File: src/rtl/crc_eng_pkg.sv
package crc_eng_pkg;

  localparam int unsigned DEF_NIB_W = 4;

  // Ones in the lowest n positions of a 32-bit word.
  function automatic logic [31:0] low_ones(input logic [31:0] n);
    logic [31:0] r;
    if (n >= 32'd32) r = '1;
    else             r = (32'd1 << n) - 32'd1;
    return r;
  endfunction

endpackage

File: src/rtl/crc_cfg_latch.sv
module crc_cfg_latch
  import crc_eng_pkg::*;
#(
  parameter int unsigned W      = 8,
  parameter int unsigned LEN_W  = 4,
  parameter logic [LEN_W-1:0] RST_LEN  = 4,
  parameter logic [W-1:0]     RST_POLY = 1
) (
  input  logic             clk,
  input  logic             rst_n,
  input  logic             start,
  input  logic [LEN_W-1:0] len_in,
  input  logic [W-1:0]     poly_in,
  input  logic [W-1:0]     seed_in,
  output logic [LEN_W-1:0] len_q,
  output logic [W-1:0]     poly_q,
  output logic [W-1:0]     seed_load
);

  localparam logic [LEN_W-1:0] MAX_LEN = LEN_W'(W);

  logic [LEN_W-1:0] len_eff;
  logic [W-1:0]     load_mask;

  // Out-of-range requests keep the current length.
  assign len_eff   = (len_in > MAX_LEN) ? len_q : len_in;
  assign load_mask = W'(low_ones(32'(len_eff)));
  assign seed_load = seed_in & load_mask;

  always_ff @(posedge clk or negedge rst_n) begin
    if (!rst_n) begin
      len_q  <= RST_LEN;
      poly_q <= RST_POLY;
    end else if (start) begin
      len_q  <= len_eff;
      poly_q <= poly_in;
    end
  end

  // illegal length request leaves the active length alone
  a_r7_len_kept: assert property (@(posedge clk) disable iff (!rst_n)
    (start && len_in > MAX_LEN) |=> len_q == $past(len_q));

  // no start, no change of the captured setting
  a_r6_cfg_held: assert property (@(posedge clk) disable iff (!rst_n)
    !start |=> ($stable(len_q) && $stable(poly_q)));

  // active length never exceeds the register width
  a_r4_len_range: assert property (@(posedge clk) disable iff (!rst_n)
    len_q <= MAX_LEN);

endmodule

File: src/rtl/crc_shift_core.sv
module crc_shift_core
  import crc_eng_pkg::*;
#(
  parameter int unsigned W     = 8,
  parameter int unsigned LEN_W = 4,
  parameter logic [W-1:0] RST_VAL = 'hA
) (
  input  logic             clk,
  input  logic             rst_n,
  input  logic             load,
  input  logic [W-1:0]     load_val,
  input  logic             shift_en,
  input  logic             din,
  input  logic [LEN_W-1:0] len,
  input  logic [W-1:0]     poly,
  output logic [W-1:0]     crc_q
);

  logic [W-1:0] msb_sel;
  logic [W-1:0] nxt;
  logic         top_bit;
  logic         fb;
  logic         active;
  logic [W-1:0] len_mask;

  assign len_mask = W'(low_ones(32'(len)));
  assign active   = (len != '0);

  // Pick register bit len-1 without a variable index.
  for (genvar i = 0; i < W; i++) begin : g_msb
    assign msb_sel[i] = (32'(len) == i + 1) & crc_q[i];
  end
  assign top_bit = |msb_sel;
  assign fb      = din ^ top_bit;

  for (genvar i = 0; i < W; i++) begin : g_bit
    if (i == 0) begin : g_lsb
      assign nxt[i] = len_mask[i] & (fb & poly[i]);
    end else begin : g_mid
      assign nxt[i] = len_mask[i] & (crc_q[i-1] ^ (fb & poly[i]));
    end
  end

  always_ff @(posedge clk or negedge rst_n) begin
    if (!rst_n)                 crc_q <= RST_VAL;
    else if (load)              crc_q <= load_val;
    else if (shift_en && active) crc_q <= nxt;
  end

  // zero length means consumed bits do nothing
  a_r5_zero_len_hold: assert property (@(posedge clk) disable iff (!rst_n)
    (shift_en && !load && len == '0) |=> $stable(crc_q));

  // nothing to do, nothing changes
  a_r9_idle_hold: assert property (@(posedge clk) disable iff (!rst_n)
    (!load && !shift_en) |=> $stable(crc_q));

  // bits above the active length stay clear
  a_r4_upper_clear: assert property (@(posedge clk) disable iff (!rst_n)
    (crc_q & ~len_mask) == '0);

endmodule

File: src/rtl/crc_serial_engine.sv
module crc_serial_engine
  import crc_eng_pkg::*;
#(
  parameter int unsigned NIB_W = DEF_NIB_W,
  parameter logic [2*NIB_W-1:0] RST_POLY = 'h01,
  parameter logic [2*NIB_W-1:0] RST_SEED = 'hA
) (
  input  logic                             clk,
  input  logic                             rst_n,
  input  logic [$clog2(2*NIB_W+1)-1:0]     cfg_len,
  input  logic [NIB_W-1:0]                 cfg_poly_hi,
  input  logic [NIB_W-1:0]                 cfg_poly_lo,
  input  logic [NIB_W-1:0]                 cfg_seed_hi,
  input  logic [NIB_W-1:0]                 cfg_seed_lo,
  input  logic                             start,
  input  logic                             bit_valid,
  output logic                             bit_ready,
  input  logic                             bit_data,
  output logic [2*NIB_W-1:0]               crc_out
);

  localparam int unsigned W     = 2 * NIB_W;
  localparam int unsigned LEN_W = $clog2(W + 1);
  localparam logic [LEN_W-1:0] RST_LEN = LEN_W'(NIB_W);

  logic [LEN_W-1:0] len_q;
  logic [W-1:0]     poly_q;
  logic [W-1:0]     seed_load;
  logic [W-1:0]     crc_q;
  logic             take_bit;
  logic [W-1:0]     out_mask;

  assign bit_ready = !start;
  assign take_bit  = bit_valid && bit_ready;

  crc_cfg_latch #(
    .W(W), .LEN_W(LEN_W), .RST_LEN(RST_LEN), .RST_POLY(RST_POLY)
  ) i_cfg (
    .clk       (clk),
    .rst_n     (rst_n),
    .start     (start),
    .len_in    (cfg_len),
    .poly_in   ({cfg_poly_hi, cfg_poly_lo}),
    .seed_in   ({cfg_seed_hi, cfg_seed_lo}),
    .len_q     (len_q),
    .poly_q    (poly_q),
    .seed_load (seed_load)
  );

  crc_shift_core #(
    .W(W), .LEN_W(LEN_W), .RST_VAL(RST_SEED & W'(low_ones(32'(NIB_W))))
  ) i_core (
    .clk      (clk),
    .rst_n    (rst_n),
    .load     (start),
    .load_val (seed_load),
    .shift_en (take_bit),
    .din      (bit_data),
    .len      (len_q),
    .poly     (poly_q),
    .crc_q    (crc_q)
  );

  assign out_mask = W'(low_ones(32'(len_q)));
  assign crc_out  = crc_q & out_mask;

  // Checker-side expectation for a legal start.
  logic [W-1:0] seed_chk;
  assign seed_chk = {cfg_seed_hi, cfg_seed_lo} & W'(low_ones(32'(cfg_len)));

  // start blocks the data handshake
  a_r8_ready_low_on_start: assert property (@(posedge clk) disable iff (!rst_n)
    start |-> !bit_ready);

  // legal start shows the truncated seed next cycle
  a_r2_seed_visible: assert property (@(posedge clk) disable iff (!rst_n)
    (start && 32'(cfg_len) <= W) |=> crc_out == $past(seed_chk));

  // zero length drives a zero result
  a_r5_zero_out: assert property (@(posedge clk) disable iff (!rst_n)
    (len_q == '0) |-> crc_out == '0);

endmodule

File: config.mk
export PLATFORM = sky130hd
export DESIGN_NAME = crc_serial_engine
export DESIGN_NICKNAME = d
export VERILOG_FILES = /design/src/rtl/crc_eng_pkg.sv /design/src/rtl/crc_cfg_latch.sv /design/src/rtl/crc_shift_core.sv /design/src/rtl/crc_serial_engine.sv
export SDC_FILE = /design/constraint.sdc
export NUM_CORES = 1
export LEC_CHECK = 0
export CAP_MARGIN = 15
export CORE_ASPECT_RATIO = 0.75
export CORE_MARGIN = 2
export CORE_UTILIZATION = 50
export DETAILED_ROUTE_END_ITERATION = 12
export PLACE_DENSITY = 0.77
export SYNTH_ARGS = -nofsm -noshare
export SYNTH_HDL_FRONTEND = slang
export SYNTH_SLANG_ARGS = --single-unit
File: constraint.sdc
create_clock -name clk -period 2.7 [get_ports clk]
set_input_delay 0.27 -clock clk [delete_from_list [all_inputs] [get_ports clk]]
set_output_delay 0.27 -clock clk [all_outputs]
set_load 0.005 [all_outputs]
==> After elaboration in Yosys (flattened, before gate mapping) <==
Cells that the tools add are included.
{ "classes": {"muxes": 3, "n_reduce_logical": 6, "bitwise": 34, "n_eq_ne": 8, "addsub": 2, "n_shift": 2, "magnitude_cmp": 1} }
{ "ops": {"columns": ["operator", "n"], "rows": [
  ["$and A1 B1 Y1", 24],
  ["$and A8 B8 Y8", 2],
  ["$eq A4 B3 Y1 const B", 4],
  ["$mux W8", 2],
  ["$shl A1 B4 Y8 const A", 2],
  ["$sub A8 B1 Y8 const B", 2],
  ["$eq A4 B2 Y1 const B", 2],
  ["$reduce_or A8 Y1", 1],
  ["$xor A1 B1 Y1", 8],
  ["$eq A4 B1 Y1 const B", 1],
  ["$eq A4 B4 Y1 const B", 1],
  ["$gt A4 B4 Y1 const B", 1],
  ["$mux W4", 1],
  ["$reduce_bool A4 Y1", 1],
  ["$logic_and A1 B1 Y1", 2],
  ["$reduce_bool A2 Y1", 1],
  ["$logic_not A1 Y1", 1]
]} }
{ "word_totals": {"register_bits": 20, "inputBits": 25} }

==> Logic depth before layout (Yosys ltp) <==
{ "depth": {"depth_word": 9, "depth_mapped": 10, "depth_no_buf": 9} }

==> Hierarchy <==
A second synthesis with hierarchy kept.
{ "unflattened": {"hier_cells": 181, "area_unflattened_um2": 1662.8} }
{ "modules_own_cells": {"columns": ["module", "n_inst", "cells_per_inst", "area_per_inst_um2", "seq_area_each_um2"], "rows": [
  ["crc_cfg_latch", 1, 71, 752.0, 302.8],
  ["crc_shift_core", 1, 86, 747.0, 202.7],
  ["crc_serial_engine", 1, 24, 163.9, 0.0]
]} }

==> Least setup slack after synthesis <==
Ideal clock, no wire load.
{ "synth_timing": {"path_kind": "reg2reg", "startpoint": "register i_cfg.len_q[2]", "endpoint": "register i_core.crc_q[4]", "arrival_ps": 2207, "path_slack_ps": 354, "t_required_ps": 2561, "setup_time_ps": 139, "synth_period_minus_slack_ps": 2346, "path_buffers": 2, "stages_incl_launch_ff": 9, "path_cell_list": "dfstp_2 buf_2 nor2_1 and3_4 or4_4 buf_6 and2_4 and4b_1 or4_1"} }
{ "synth_between": {"elab_chain_cells": 9} }
{ "synth_lines": {"columns": ["element", "line", "text"], "rows": [
  ["start, declared", "crc_cfg_latch.sv:15", "output logic [LEN_W-1:0] len_q,"],
  ["start signal, assigned", "crc_cfg_latch.sv:35", "len_q <= len_eff;"],
  ["$eq A4 B1 Y1, or another cell as far along", "crc_shift_core.sv:31", "assign msb_sel[i] = (32'(len) == i + 1) & crc_q[i];"],
  ["$and A1 B1 Y1", "crc_shift_core.sv:31", null],
  ["$reduce_or A8 Y1", "crc_shift_core.sv:33", "assign top_bit = |msb_sel;"],
  ["$xor A1 B1 Y1", "crc_shift_core.sv:34", "assign fb = din ^ top_bit;"],
  ["$and A1 B1 Y1", "crc_shift_core.sv:40", "assign nxt[i] = len_mask[i] & (crc_q[i-1] ^ (fb & poly[i]));"],
  ["$xor A1 B1 Y1", "crc_shift_core.sv:40", null],
  ["$and A1 B1 Y1", "crc_shift_core.sv:40", null],
  ["$mux W8", "crc_shift_core.sv:47", "else if (shift_en && active) crc_q <= nxt;"],
  ["$mux W8", "crc_shift_core.sv:46", "else if (load) crc_q <= load_val;"],
  ["end signal, assigned", "crc_shift_core.sv:46", null],
  ["end signal, assigned", "crc_shift_core.sv:47", null],
  ["end, declared", "crc_shift_core.sv:16", "output logic [W-1:0] crc_q"]
]} }
Several ways; a longest one is shown, not always the timed one. The select of a mux whose other input is x is not followed.
A chain may end at the register's enable or synchronous reset.

==> Final worst setup path <==
{ "layout_timing": {"startpoint": "register i_cfg.len_q[2]", "endpoint": "output crc_out[6]"} }
{ "layout_between": {"elab_chain_cells": 3} }
{ "layout_lines": {"columns": ["element", "line", "text"], "rows": [
  ["$shl A1 B4 Y8", "crc_eng_pkg.sv:9", "else r = (32'd1 << n) - 32'd1;"],
  ["$sub A8 B1 Y8", "crc_eng_pkg.sv:9", null],
  ["$and A8 B8 Y8", "crc_serial_engine.sv:65", "assign crc_out = crc_q & out_mask;"],
  ["end, declared", "crc_serial_engine.sv:19", "output logic [2*NIB_W-1:0] crc_out"]
]} }
Every way passes these cells.

==> metrics.cfg <==
[cts]
path_clk_slew_ns=0.08
cts_buffer_depth=2
cts-root-buf=clkbuf_8
cts_inserted_buffers=3
cts_tree=yes
cts_max_level=1
clk_latency_ns=0.26
ctsHoldBuffers=0
numClockSinks=20

[yosys]
async_reset_ff_share_pct=100.0
synth-edff-count=0
syn_area_um2=1486
synth_nets=198
synth-main-ff-cell=dfrtp_1
syn_inst=171
synth-seq-area-share_pct=34.01
syn_area_per_cell_um2=8.693
yosysWarnings=0
ys_seq_elements=20
synth_cell_types=53

[layout]
seqCellArea_um2=506.7
multi_input_area_um2=920.9
postLayoutCoreUtil_pct=68.73
area_growth_pct=33.75
fillers=254
n_antenna_cell=0
drive_gt1_share_pct=18.78
layoutNonFillerInstCount=251
finish.instance_area_um2=1988
fin_nets=241

[routing]
num_vias=1545
drt-total-wl_mm=4.407
postRouteAntennaNets=0
wl_per_cell_um=17.56
dr.pass1.iters=4
drcViolationCount=0
initialDrtViolationCount=138
vias_per_cell=6.155

[power]
power.switching_mw=0.3662
peakVddDrop_mv=0.3078
pwr-share-clk_pct=22.0
netSwitchingFraction_pct=34.24
seq_power_share_pct=38.2
p_int_mw=0.7032
power_density_nw_per_um2=537.9
p_total_mw=1.069
power.share.combinational_pct=39.8
p_leak_nw=0.8145

[floorplanning]
num_rows=17
fp.dieArea_um2=3430
initial_core_util_pct=51.38
die_y_um=51.22
core_um2=2893
dieWidth_um=66.96
io_pins=34

[sta]
finalHoldViolations=0
final.setup.tns_ns=0
rsz0062_at_grt=false
fin_crit_sh_pct=95.99
slew_headroom_pct=42.11
whs_ns=0.3532
period_needed_ns=2.592
clock_skew_ns=0.002982
fin_ws_ns=0.1082
setup_viol=0
fmax_ghz=0.3858
finalMaxSlewViolations=0
tightestPinTransition_ns=0.8610

[status]
status=finished clean

[grt]
grt_pass1_wl_mm=7.024
track_usage_pct=27.87
grt_max_degree=21
grt-ovfl-total=0
grt_pass1_vias=1434
antenna_found_initial=0

[critical_path]
critical-path-slowest-cell=dfstp_2
r2r_slack_ns=0.15
setup.worst_path.start=i_cfg.len_q[2]
slowest_delay_ns=0.64
end_kind=output pin
timing.rr.start=i_cfg.len_q[3]
start_kind=flip-flop
endpoint=crc_out[6]
reg2reg_depth=7
crit_buf_inv=2
critical_path_class=reg -> out
path_cells=nor2_2 > nand3b_1 > ha_1 > buf_4 > a21oi_1 > o21ai_2 > and2_1 > clkdlybuf4s50_1
required_ns=2.43
cp_max_fo=10
reg2reg_to=i_core.crc_q[4]
critPathTopFamily=buffers and inverters
path_depth=8
arrival_ns=2.32

[placed_design]
dp_cells=247
io_buffers=33
dp_hpwl_mm=3.340
post-place-ws_ns=0.008204
routabilityCongestion=0.9668
placed_area_um2=1926

[min_path]
min_path_type=in -> async

[job]
max_cap_violations=0

==> state kept, by name (all words and copies together), names as in the netlist <==
register and flops:
i_cfg.len_q 4, i_cfg.poly_q 8, i_core.crc_q 8
==> cells by family after synthesis <==
kind of cell    count (synthesis)  share of synthesized area [%]
buf+inv                        14                          4.461
flops                          20                          34.01
mux                            14                          10.61
compound gates                 41                          19.19
simple gates                   73                          25.93
fa+ha+maj                       2                          1.683
xor+xnor                        7                          4.125
==> cell usage after synthesis, drive strengths merged (2+ instances only) <==
cell type	instances	area share, %
clkbuf	6	1.5
o21a	4	2.0
nand3	12	4.0
ha	2	1.7
dfrtp	16	27
mux2i	3	2.0
dfstp	4	7.1
o21ai	9	3.0
o211ai	3	1.5
mux2	11	8.6
xnor2	2	1.2
xor2	5	2.9
a21oi	6	2.0
a21boi	2	1.0
nand3b	3	1.5
o221ai	2	1.2
buf	4	1.9
nor2	13	3.3
inv	4	1.0
or4	2	1.3
nor3	4	1.3
and2	5	2.3
nand2	18	4.5
o41ai	2	1.2
nand4	3	1.3
a31oi	2	0.84
nor2b	5	2.1
==> cell type report <==
cell class,instances,share of cell area (%)
multi-input cells,137,46.32
repair buffers,48,22.28
clock buffers,4,2.769
inverters,4,0.7552
flip-flops and latches,20,25.49
well taps,38,2.391
==> per-layer routing <==
metal	up-vias	GRT usage (%)	wire, um	part of all wire, %
met3	6	5.286	351	8.0
met4	0	9.864	50	1.1
li1	713	-	-	-
met2	75	43.50	2088	47
met5	-	0	0	0
met1	751	38.71	1916	43
==> worst register-to-register path: stages (launching register included) <==
cell and delay, ns:
dfrtp_1 0.42, buf_4 0.21, or2b_1 0.28, o32ai_1 0.44
o31ai_1 0.28, and2_4 0.22, and4b_1 0.19, or4_1 0.39
==> placed cells by master, fill, tap and decap left out, types with 3 or more instances in the layout <==
cell type and instances:
clkbuf_8 4, o211ai_1 3, nand3_1 12, o21ai_0 7, inv_1 4, mux2i_1 3, a21oi_1 6, nand3b_1 3
dfrtp_1 15, buf_4 15, clkdlybuf4s50_1 33, nand2_1 18, and2_1 4, nand4_1 3, nor3_1 4, nor2b_1 5
nor2_1 12, mux2_2 10, o21a_1 4, dfstp_2 4, xor2_1 5
==> timing repair <==
item,4_1_cts,5_1_grt
setup endpoints to repair,1,2
resized for setup,2,2
setup buffers,0,0
pin swaps,0,0
==> power by group through the flow <==
stage	registers, mW	logic, mW	clock network, mW
after floorplan	0.381	0.265	0
after global placement	0.407	0.398	0
after detailed placement	0.410	0.411	0
after CTS	0.405	0.417	0.240
after global routing	0.415	0.461	0.249
final	0.408	0.426	0.236
==> worst min-delay path by stage <==
stage | slack [ns] | end | cells after the start
global route | 0.37 | i_core.crc_q[2] | 2
floorplan | -0.03 | i_cfg.len_q[0] | 0
detailed placement | 0.50 | i_cfg.poly_q[1] | 1
CTS | 0.36 | i_core.crc_q[2] | 2
finish | 0.35 | i_core.crc_q[2] | 2
global placement | 0.50 | i_cfg.poly_q[2] | 1
(Power assumes the default switching activity.)
